File: src/rtl/pwb_pkg.sv
package pwb_pkg;
    typedef enum logic [1:0] {
        ST_IDLE  = 2'd0,
        ST_FILL  = 2'd1,
        ST_FLUSH = 2'd2
    } pwb_state_e;
endpackage

File: src/rtl/pwb_addr_track.sv
module pwb_addr_track #(
    parameter int ADDR_W = 11,
    parameter int OFS_W  = 4
) (
    input  logic              clk,
    input  logic              rst_n,
    input  logic              load,
    input  logic [ADDR_W-1:0] load_addr,
    input  logic              step,
    output logic [ADDR_W-1:0] addr
);
    localparam int ROW_W = ADDR_W - OFS_W;

    logic [ROW_W-1:0] row_q;
    logic [OFS_W-1:0] ofs_q;

    always_ff @(posedge clk or negedge rst_n) begin
        if (!rst_n) begin
            row_q <= '0;
            ofs_q <= '0;
        end else if (load) begin
            row_q <= load_addr[ADDR_W-1:OFS_W];
            ofs_q <= load_addr[OFS_W-1:0];
        end else if (step) begin
            // offset wraps inside the page; row is never touched
            ofs_q <= ofs_q + 1'b1;
        end
    end

    assign addr = {row_q, ofs_q};
endmodule

File: src/rtl/pwb_page_store.sv
module pwb_page_store #(
    parameter int PAGE_BYTES = 16,
    parameter int DATA_W     = 8,
    parameter int OFS_W      = 4
) (
    input  logic                         clk,
    input  logic                         rst_n,
    input  logic                         clr,
    input  logic                         wr,
    input  logic [OFS_W-1:0]             wr_ofs,
    input  logic [DATA_W-1:0]            wr_data,
    input  logic [OFS_W-1:0]             rd_ofs,
    output logic [PAGE_BYTES*DATA_W-1:0] all_data,
    output logic [PAGE_BYTES-1:0]        all_vld,
    output logic [DATA_W-1:0]            rd_data,
    output logic                         rd_vld
);
    logic [DATA_W-1:0] mem [PAGE_BYTES];

    for (genvar g = 0; g < PAGE_BYTES; g++) begin : g_loc
        logic hit;
        assign hit = wr && (wr_ofs == OFS_W'(g));

        always_ff @(posedge clk or negedge rst_n) begin
            if (!rst_n) begin
                mem[g]     <= '0;
                all_vld[g] <= 1'b0;
            end else begin
                if (clr)
                    all_vld[g] <= 1'b0;
                else if (hit)
                    all_vld[g] <= 1'b1;
                if (hit)
                    mem[g] <= wr_data;
            end
        end

        assign all_data[g*DATA_W +: DATA_W] = mem[g];
    end

    assign rd_data = mem[rd_ofs];
    assign rd_vld  = all_vld[rd_ofs];
endmodule

File: src/rtl/pwb_ctrl.sv
module pwb_ctrl
    import pwb_pkg::*;
#(
    parameter int PAGE_BYTES = 16,
    parameter int OFS_W      = 4
) (
    input  logic             clk,
    input  logic             rst_n,
    input  logic             ld_en,
    input  logic             byte_en,
    input  logic             stop_en,
    output logic             do_load,
    output logic             do_store,
    output logic             flushing,
    output logic [OFS_W-1:0] scan_idx,
    output pwb_state_e       state
);
    localparam logic [OFS_W-1:0] LAST_IDX = OFS_W'(PAGE_BYTES - 1);

    pwb_state_e       st_q, st_d;
    logic [OFS_W-1:0] idx_q, idx_d;

    // next-state logic
    always_comb begin
        st_d  = st_q;
        idx_d = idx_q;
        unique case (st_q)
            ST_IDLE: begin
                if (ld_en) st_d = ST_FILL;
            end
            ST_FILL: begin
                if (ld_en) begin
                    st_d = ST_FILL;
                end else if (stop_en) begin
                    st_d  = ST_FLUSH;
                    idx_d = '0;
                end
            end
            ST_FLUSH: begin
                if (idx_q == LAST_IDX) begin
                    st_d  = ST_IDLE;
                    idx_d = '0;
                end else begin
                    idx_d = idx_q + 1'b1;
                end
            end
            default: begin
                st_d  = ST_IDLE;
                idx_d = '0;
            end
        endcase
    end

    // state register
    always_ff @(posedge clk or negedge rst_n) begin
        if (!rst_n) begin
            st_q  <= ST_IDLE;
            idx_q <= '0;
        end else begin
            st_q  <= st_d;
            idx_q <= idx_d;
        end
    end

    // outputs
    always_comb begin
        do_load  = 1'b0;
        do_store = 1'b0;
        flushing = 1'b0;
        unique case (st_q)
            ST_IDLE:  do_load  = ld_en;
            ST_FILL: begin
                do_load  = ld_en;
                do_store = byte_en && !ld_en;
            end
            ST_FLUSH: flushing = 1'b1;
            default: ;
        endcase
    end

    assign scan_idx = idx_q;
    assign state    = st_q;
endmodule

File: src/rtl/page_wr_buf.sv
module page_wr_buf
    import pwb_pkg::*;
#(
    parameter int PAGE_BYTES = 16,
    parameter int ADDR_W     = 11,
    parameter int DATA_W     = 8
) (
    input  logic                         clk,
    input  logic                         rst_n,
    input  logic                         ld_en,
    input  logic [ADDR_W-1:0]            ld_addr,
    input  logic                         byte_en,
    input  logic [DATA_W-1:0]            byte_data,
    input  logic                         stop_en,
    output logic [ADDR_W-1:0]            cur_addr,
    output logic [PAGE_BYTES*DATA_W-1:0] buf_data,
    output logic [PAGE_BYTES-1:0]        buf_vld,
    output logic                         busy,
    output logic                         cm_we,
    output logic [ADDR_W-1:0]            cm_addr,
    output logic [DATA_W-1:0]            cm_data
);
    localparam int OFS_W = $clog2(PAGE_BYTES);

    logic             do_load, do_store, flushing, rd_vld;
    logic [OFS_W-1:0] scan_idx;
    logic [DATA_W-1:0] rd_data;
    pwb_state_e       st;

    pwb_ctrl #(.PAGE_BYTES(PAGE_BYTES), .OFS_W(OFS_W)) u_ctrl (
        .clk      (clk),
        .rst_n    (rst_n),
        .ld_en    (ld_en),
        .byte_en  (byte_en),
        .stop_en  (stop_en),
        .do_load  (do_load),
        .do_store (do_store),
        .flushing (flushing),
        .scan_idx (scan_idx),
        .state    (st)
    );

    pwb_addr_track #(.ADDR_W(ADDR_W), .OFS_W(OFS_W)) u_addr (
        .clk       (clk),
        .rst_n     (rst_n),
        .load      (do_load),
        .load_addr (ld_addr),
        .step      (do_store),
        .addr      (cur_addr)
    );

    pwb_page_store #(.PAGE_BYTES(PAGE_BYTES), .DATA_W(DATA_W), .OFS_W(OFS_W)) u_store (
        .clk      (clk),
        .rst_n    (rst_n),
        .clr      (do_load),
        .wr       (do_store),
        .wr_ofs   (cur_addr[OFS_W-1:0]),
        .wr_data  (byte_data),
        .rd_ofs   (scan_idx),
        .all_data (buf_data),
        .all_vld  (buf_vld),
        .rd_data  (rd_data),
        .rd_vld   (rd_vld)
    );

    assign busy    = flushing;
    assign cm_we   = flushing && rd_vld;
    assign cm_addr = {cur_addr[ADDR_W-1:OFS_W], scan_idx};
    assign cm_data = rd_data;
endmodule

File: config.mk
export PLATFORM = sky130hd
export DESIGN_NAME = page_wr_buf
export DESIGN_NICKNAME = d
export VERILOG_FILES = /design/src/rtl/pwb_pkg.sv /design/src/rtl/pwb_addr_track.sv /design/src/rtl/pwb_page_store.sv /design/src/rtl/pwb_ctrl.sv /design/src/rtl/page_wr_buf.sv
export SDC_FILE = /design/constraint.sdc
export NUM_CORES = 1
export LEC_CHECK = 0
export ABC_AREA = 1
export BUFFER_PORTS_ARGS = -buffer_cell sky130_fd_sc_hd__buf_2
export CAP_MARGIN = 0
export CORE_AREA = 2 2 126 128
export CTS_CLUSTER_DIAMETER = 50
export CTS_CLUSTER_SIZE = 28
export DETAILED_ROUTE_END_ITERATION = 10
export DIE_AREA = 0 0 128 130
export MAX_ROUTING_LAYER = met4
export PLACE_DENSITY_LB_ADDON = 0.25
export RECOVER_POWER = 50
export SETUP_SLACK_MARGIN = 0.3
export SYNTH_ARGS = -nofsm -noshare
export SYNTH_HDL_FRONTEND = slang
export SYNTH_SLANG_ARGS = --single-unit
File: constraint.sdc
create_clock -name clk -period 2 [get_ports clk]
set_clock_uncertainty 0.05 [all_clocks]
set_input_delay 0.4 -clock clk [delete_from_list [all_inputs] [get_ports clk]]
set_output_delay 0.4 -clock clk [all_outputs]
set_load 0.01 [all_outputs]
======== After elaboration in Yosys (flattened, before gate mapping) ========
Cells that the tools add are included.
cells by class
  bitwise operators ....................... 2
  shift operators ......................... 0
  mux-type cells .......................... 51
  order comparisons ....................... 2
  divide/modulo/power cells ............... 0
  multiply operators ...................... 0
  eq/ne operators ......................... 23
  reduce and logical (&&, ||, !) cells .... 41
  $add $sub $neg .......................... 2
operator list
  kind                                                 count
  == test 4 bit (second input constant)                9
  2-to-1 mux 1 bit                                     36
  nonzero test 2 bit                                   17
  binary-select mux 8 bit (select 4 bit)               1
  2-to-1 mux 4 bit                                     5
  logical AND 1 bit                                    18
  == test 4 x 3 -> 1 bit (second input constant)       4
  2-to-1 mux 8 bit                                     2
  one-hot mux 4 bit (3 select lines)                   1
  adder 4 x 1 -> 4 bit (second input constant)         2
  == test 4 x 2 -> 1 bit (second input constant)       2
  2-to-1 mux 2 bit                                     4
  inequality test 2 bit (second input constant)        3
  one-hot mux 2 bit (3 select lines)                   1
  AND reduction 3 bit                                  2
  >= comparator 5 bit (second input constant)          1
  < comparator 4 x 5 -> 1 bit (second input constant)  1
  inverter 4 -> 5 bit                                  1
  binary-select mux 1 bit (select 4 bit)               1
  == test 4 x 1 -> 1 bit (second input constant)       1
  zero test 4 bit                                      1
  inequality test 3 bit (second input constant)        1
  == test 2 x 1 -> 1 bit (second input constant)       1
  == test 2 bit (second input constant)                1
  other kinds (5)                                      5
storage, ports and cells
  bits in read-only memories .............. 0
  bits in registers ....................... 161
  output and inout port bits .............. 176
  logic and storage cells ................. 157
  memories kept ........................... 0
  input bits .............................. 24
  bits in latches ......................... 0
  memory bits (writable) .................. 0

======== Longest topological paths before layout ========
  depth after elaboration ................. 6
  depth in mapped cells ................... 10
  depth with buffers taken out ............ 8

======== By module ========
Synthesis repeated with hierarchy kept, for this count alone.
unflattened totals
  cells, all modules ...................... 1031
  area, all modules ....................... 7853.8 µm²
by module, submodules not included
  module          times used  sequential area each (µm²)  area an instance (µm²)  cells each
  pwb_page_store  1           3603.5                      6965.4                  922
  pwb_addr_track  1           275.3                       491.7                   56
  pwb_ctrl        1           150.1                       336.6                   44
  page_wr_buf     1           0.0                         60.1                    9

======== Least setup slack after synthesis ========
OpenSTA, ideal clock, no wires.
  kind .................................... register -> output
  start ................................... reg u_ctrl.idx_q[1] (netlist: u_ctrl.scan_idx[1])
  end ..................................... out cm_we
  stages on the path, launching flop included .. 9
  arrival time ............................ 1.416 ns
  slack ................................... 0.134 ns
  path buffers ............................ 2
  required time ........................... 1.550 ns
  cells stage by stage .................... dfrtp_1 clkbuf_1 clkbuf_1 nand3_1 nand2_1 nand2_1 nand2_1 inv_1 a21oi_1
on the way
  longest elaborated chain between the ends .. 3
RTL lines
  item                                    line                  source
  start, declared                         pwb_ctrl.sv:21        logic [OFS_W-1:0] idx_q, idx_d;
  start signal, assigned                  pwb_ctrl.sv:61        idx_q <= idx_d;
  binary-select mux 1 bit (select 4 bit)  pwb_page_store.sv:42  assign rd_vld = all_vld[rd_ofs];
  2-to-1 mux 1 bit (not written as such)  pwb_page_store.sv:42
  logical AND 1 bit                       page_wr_buf.sv:67     assign cm_we = flushing && rd_vld;
  end, declared                           page_wr_buf.sv:19     output logic cm_we,
No other way between the ends. The select of a mux whose other input is x is not followed.

======== Worst setup path after layout ========
  start ................................... reg u_ctrl.idx_q[0] (netlist: u_ctrl.scan_idx[0])
  end ..................................... out cm_data[0]
on the way
  longest elaborated chain between the ends .. 4
RTL lines
  item                                                  line                  source
  inverter 4 -> 5 bit (not written as such)             pwb_page_store.sv:41  assign rd_data = mem[rd_ofs];
  binary-select mux 8 bit (select 4 bit)                pwb_page_store.sv:41
  2-to-1 mux 8 bit (not written as such) (2 in series)  pwb_page_store.sv:41
  end, declared                                         page_wr_buf.sv:21     output logic [DATA_W-1:0] cm_data
No other way between the ends. The select of a mux whose other input is x is not followed.

==> results by stage <==
Place:
- The worst setup timing slack at the placement stage is 0.0223 ns.
- The routability congestion estimate from global placement is 0.919.
- Summing all placed instances gives a cell area of 8790 sq um.
- Buffers placed on the I/O ports in this run total 199.
- Detailed placement finished with a half-perimeter wire length of 16.7 mm.
- The number of placed instances with taps included is 1255.

Cells and area:
- The filler cells instantiated in the layout total 1159.
- The post-route standard cell area excluding fillers is 10900 sq um.
- The number of nets in the layout is 1178.
- In the final layout, the share of cells above drive strength 1 is 0.399.
- For this run, the number of standard cells in the final layout without fillers is 1354.
- Compared with the post-synthesis result, the final layout area differs by 45.1%.
- The repair_antennas step left the layout with diodes totalling 0.

GRT:
- The most used routing layer in global routing is met2.
- The global-route track usage on met3 is 0.0701.
- In the global route stage, overall resource usage came out at 0.317.
- For this run the aggregate overflow at the end of global routing stands at 0.
- The met1 track demand over resource is 0.410.
- The largest net degree at the start of global routing is 73.
- The via count of the first global-routing pass was 6890.
- The global-route track usage on met2 is 0.482.
- The wire length of the first global-routing pass is 38.2 mm.
- The number of antenna violations at the first check in global routing is 0.

Clock network:
- TritonCTS built the clock tree.
- The clock drives 161 sinks.
- The cell at the root of the clock tree is sky130_fd_sc_hd__clkbuf_16.
- The number of H-tree branching levels is 4.
- The maximum buffer depth of the clock tree is 2.
- The clock buffer count from CTS is 17.
- The insertion delay to the later sink of the worst-skew pair is 0.44 ns.
- The clock-pin slew reported for the worst setup and hold paths after clock tree synthesis is 0.06 ns.

Run:
- The max capacitance violation total is 0.

Floorplanning:
- The height of the die is 130 um.
- In this run the core area contains 46 standard-cell rows.
- The die area is 16600 sq um.
- The area inside the core boundary is 15400 sq um.
- The floorplan die width is 128 um.
- The initial utilization of the core area, before any placement, comes to 0.488.
- The number of placed I/O pins is 200.

Synth:
- After synthesis the netlist holds a flip-flop and latch count of 161.
- Ranked by total cell area, the synthesized netlist is headed by sky130_fd_sc_hd__dfrtp_1 54%, sky130_fd_sc_hd__o21ai_0 13%, sky130_fd_sc_hd__nand2_1 11%.
- Of the total synthesized cell area, the portion taken by AND, OR, NAND and NOR gates is 0.203.
- For this run, asynchronously set or reset flops after synthesis account for 1.00.
- The area fraction in compound gates after synthesis is 0.177.
- For this run, the leading register cell type out of synthesis is sky130_fd_sc_hd__dfrtp_1.
- The synthesized area is 7520 sq um.
- By area, the combinational part of the netlist is dominated by simple AND/OR/NAND/NOR gates.
- The post-synthesis average cell area is 8.46 sq um.
- By count the netlist is led by 218 x sky130_fd_sc_hd__nand2_1, 196 x sky130_fd_sc_hd__o21ai_0, 161 x sky130_fd_sc_hd__dfrtp_1.
- The biggest area contributor in the post-synthesis netlist is sky130_fd_sc_hd__dfrtp_1.
- Synthesis instantiated 27 different standard cells from the library.
- The share of the Yosys chip area taken by registers is 0.536.
- Synthesis handed over a netlist of 889 instances.
- In the post-synthesis netlist, the cell with the most instances is sky130_fd_sc_hd__nand2_1.
- The portion of synthesized cell area occupied by the leading cell type is 0.536.
- The number of nets in the synthesized netlist is 918.
- The number of enable-type register cells in the synthesized netlist is 0.
- Measured against the total synthesized area, the mux share comes to 0.
- The total number of yosys warnings is 0.
- Of the total synthesized cell area, the portion taken by XOR and XNOR cells is 0.00233.
- Of the total synthesized cell area, the portion taken by full adders, half adders and majority gates is 0.00832.

Setup path:
- The worst setup path is captured at an output port.
- The cell at the slowest stage of the critical path is sky130_fd_sc_hd__dfrtp_2.
- Along the worst path, the maximum fanout reaches 10.
- The arrival time reported for the critical path endpoint is 2.02 ns.
- The worst setup path is launched from a register.
- The worst setup path is of the register to output port kind.
- Walking the worst path, the cells encountered are inv_6 > buf_12 > buf_16 > nor2_2 > o211ai_1 > nand3_1 > nand2_1 > buf_2.
- For this run, the slowest stage of the critical path takes 0.48 ns.
- The worst register-to-register path has a setup slack of 0.15 ns.
- Data on the critical path is required at its endpoint by 1.55 ns.

Route:
- The final routed wire length divided by cell count is 21.7 um.
- The first detailed-routing pass took 6 iterations.
- In this run, the number of DRC markers left after iteration 0 of detailed routing was 954.
- The final layout contains routed wiring with a total length of 29.4 mm.
- For this block, the via count after detailed routing is 8155.
- The remaining design rule violation count is 0.
- The final antenna-violating net count is 0.
- Dividing the detail-routed via count by the number of cells gives 6.02.

Timing:
- Dividing the final minimum period by the clock period gives 1.23.
- Headroom to the max-slew limit came out at 0.329.
- Setup violations remaining at the end of the flow were counted as 9.
- The minimum clock period is 2.47 ns.
- The number of endpoints with negative hold slack in the final report came to 0.
- The final worst setup slack is -0.466 ns.
- The highest clock rate is 406 MHz.
- Setup repair after global routing could not meet its margin everywhere.
- The number of max-slew violations in the final report is 0.
- The measured slew at the worst slew-check pin is 1.01 ns.

Outcome:
- The checks that failed: negative setup slack.
- The flow ran to the end, but the final reports show violations.

Power and ir drop:
- Across the VDD grid, the largest voltage drop is 0.796 mV.
- The power density relative to cell area is 1600 nW/um^2.
- The static power due to leakage is 5.45 nW.

Worst hold path:
- The path class of the tightest hold or removal check is primary input to register.
[placed cells by master (no fill, tap or decap), types with 3 or more instances in the layout]
master / Yosys / final
sky130_fd_sc_hd__nand3_1: 23 / 22
sky130_fd_sc_hd__dfrtp_1: 161 / 158
sky130_fd_sc_hd__clkbuf_1: 31 / 7
sky130_fd_sc_hd__nand4_1: 10 / 10
sky130_fd_sc_hd__nor2_4: 0 / 8
sky130_fd_sc_hd__nand2_4: 0 / 14
sky130_fd_sc_hd__clkbuf_4: 0 / 3
sky130_fd_sc_hd__buf_2: 13 / 188
sky130_fd_sc_hd__nor2_1: 93 / 81
sky130_fd_sc_hd__a21oi_2: 0 / 5
sky130_fd_sc_hd__clkinvlp_4: 0 / 4
sky130_fd_sc_hd__o21ai_1: 11 / 92
sky130_fd_sc_hd__nand2_2: 0 / 51
sky130_fd_sc_hd__dfrtp_2: 0 / 3
sky130_fd_sc_hd__o21ai_0: 196 / 90
sky130_fd_sc_hd__o211ai_1: 18 / 18
sky130_fd_sc_hd__clkinv_2: 0 / 4
sky130_fd_sc_hd__buf_4: 8 / 31
sky130_fd_sc_hd__nand4_4: 7 / 15
sky130_fd_sc_hd__nand4_2: 0 / 3
sky130_fd_sc_hd__ha_4: 0 / 4
sky130_fd_sc_hd__nand2_1: 218 / 153
sky130_fd_sc_hd__bufinv_16: 0 / 3
sky130_fd_sc_hd__clkbuf_16: 0 / 19
sky130_fd_sc_hd__inv_1: 42 / 35
sky130_fd_sc_hd__o21ai_2: 0 / 25
sky130_fd_sc_hd__buf_16: 0 / 5
sky130_fd_sc_hd__buf_12: 1 / 10
sky130_fd_sc_hd__buf_8: 0 / 11
sky130_fd_sc_hd__inv_6: 0 / 3
sky130_fd_sc_hd__o22ai_1: 8 / 8
sky130_fd_sc_hd__buf_6: 9 / 34
sky130_fd_sc_hd__a21oi_1: 21 / 15
sky130_fd_sc_hd__nor2_2: 1 / 5
sky130_fd_sc_hd__inv_2: 3 / 6
[registers in the layout (all words and copies together), names as in the netlist]
signal	flops
u_addr.ofs_q	4
u_addr.row_q	7
u_ctrl.scan_idx	4
u_ctrl.state	2
u_store.all_data	128
u_store.all_vld	16
[worst paths after layout]
path,from,to,depth (start not counted)
worst max-delay path,u_ctrl.scan_idx[0],cm_data[0],8
worst min-delay path,ld_addr[9],u_addr.row_q[5],3
worst max register to register,u_ctrl.state[0],u_store.all_data[104],11
worst min register to register,u_addr.row_q[5],u_addr.row_q[5],2
max in group asynchronous,rst_n,u_ctrl.scan_idx[1],3
min in group asynchronous,rst_n,u_store.all_data[98],2
[repair_timing]
item                                    4_1_cts  5_1_grt
setup buffers                                 9       28
endpoints found under the setup margin       17      126
hold buffers                                  1        0
resized for setup                            38      310
cloned                                        6       23
pin swaps                                    11       30
endpoints found under the hold margin       100        0
[worst max-delay path, delay by kind of cell, from the launching register on]
kind	cells	cell delay, ns
DFF	1	0.48
and+or+nand+nor	3	0.33
AOI/OAI and AO/OA	1	0.22
buffers and inverters	4	0.53
[power breakdown]
part	switching [mW]	leakage, nW	internal (mW)
Clock	1.40	0.296	2.03
Combinational	4.70	2.99	3.53
Sequential	1.40	2.16	4.38
[kinds of logic after synthesis]
family / count (synthesis)
XOR/XNOR: 2
flip-flops: 161
AO/OA/AOI/OAI: 255
buffers and inverters: 111
adder cells (fa/ha/maj): 5
AND/OR/NAND/NOR: 355
[layer usage]
metal / vias up / share of wire
li1: 3513 / -
met1: 3908 / 0.38
met2: 600 / 0.47
met3: 134 / 0.10
met4: 0 / 0.053
met5: - / 0
[cell type report]
type,count,area [sq um],area share
clock inverter,13,159,0.0146
multi-input combinational,628,3630,0.333
timing repair buffer,293,2200,0.202
tap,192,240,0.0220
clock buffer,19,453,0.0415
sequential,161,4030,0.369
inverter,48,195,0.0179
[metrics by stage]
step | hold WS (ns) | total power, mW | util | TNS (ns)
detailed placement | 0.155 | 11.7 | 0.570 | 0
floorplan | 0.0544 | 8.92 | - | 0
finish | 0.104 | 17.4 | 0.708 | -3.93
CTS | 0.106 | 15.6 | 0.632 | -3.45
global route | 0.113 | 18.3 | 0.708 | -4.73
global placement | 0.156 | 11.5 | 0.570 | 0
(Power assumes the default switching activity.)
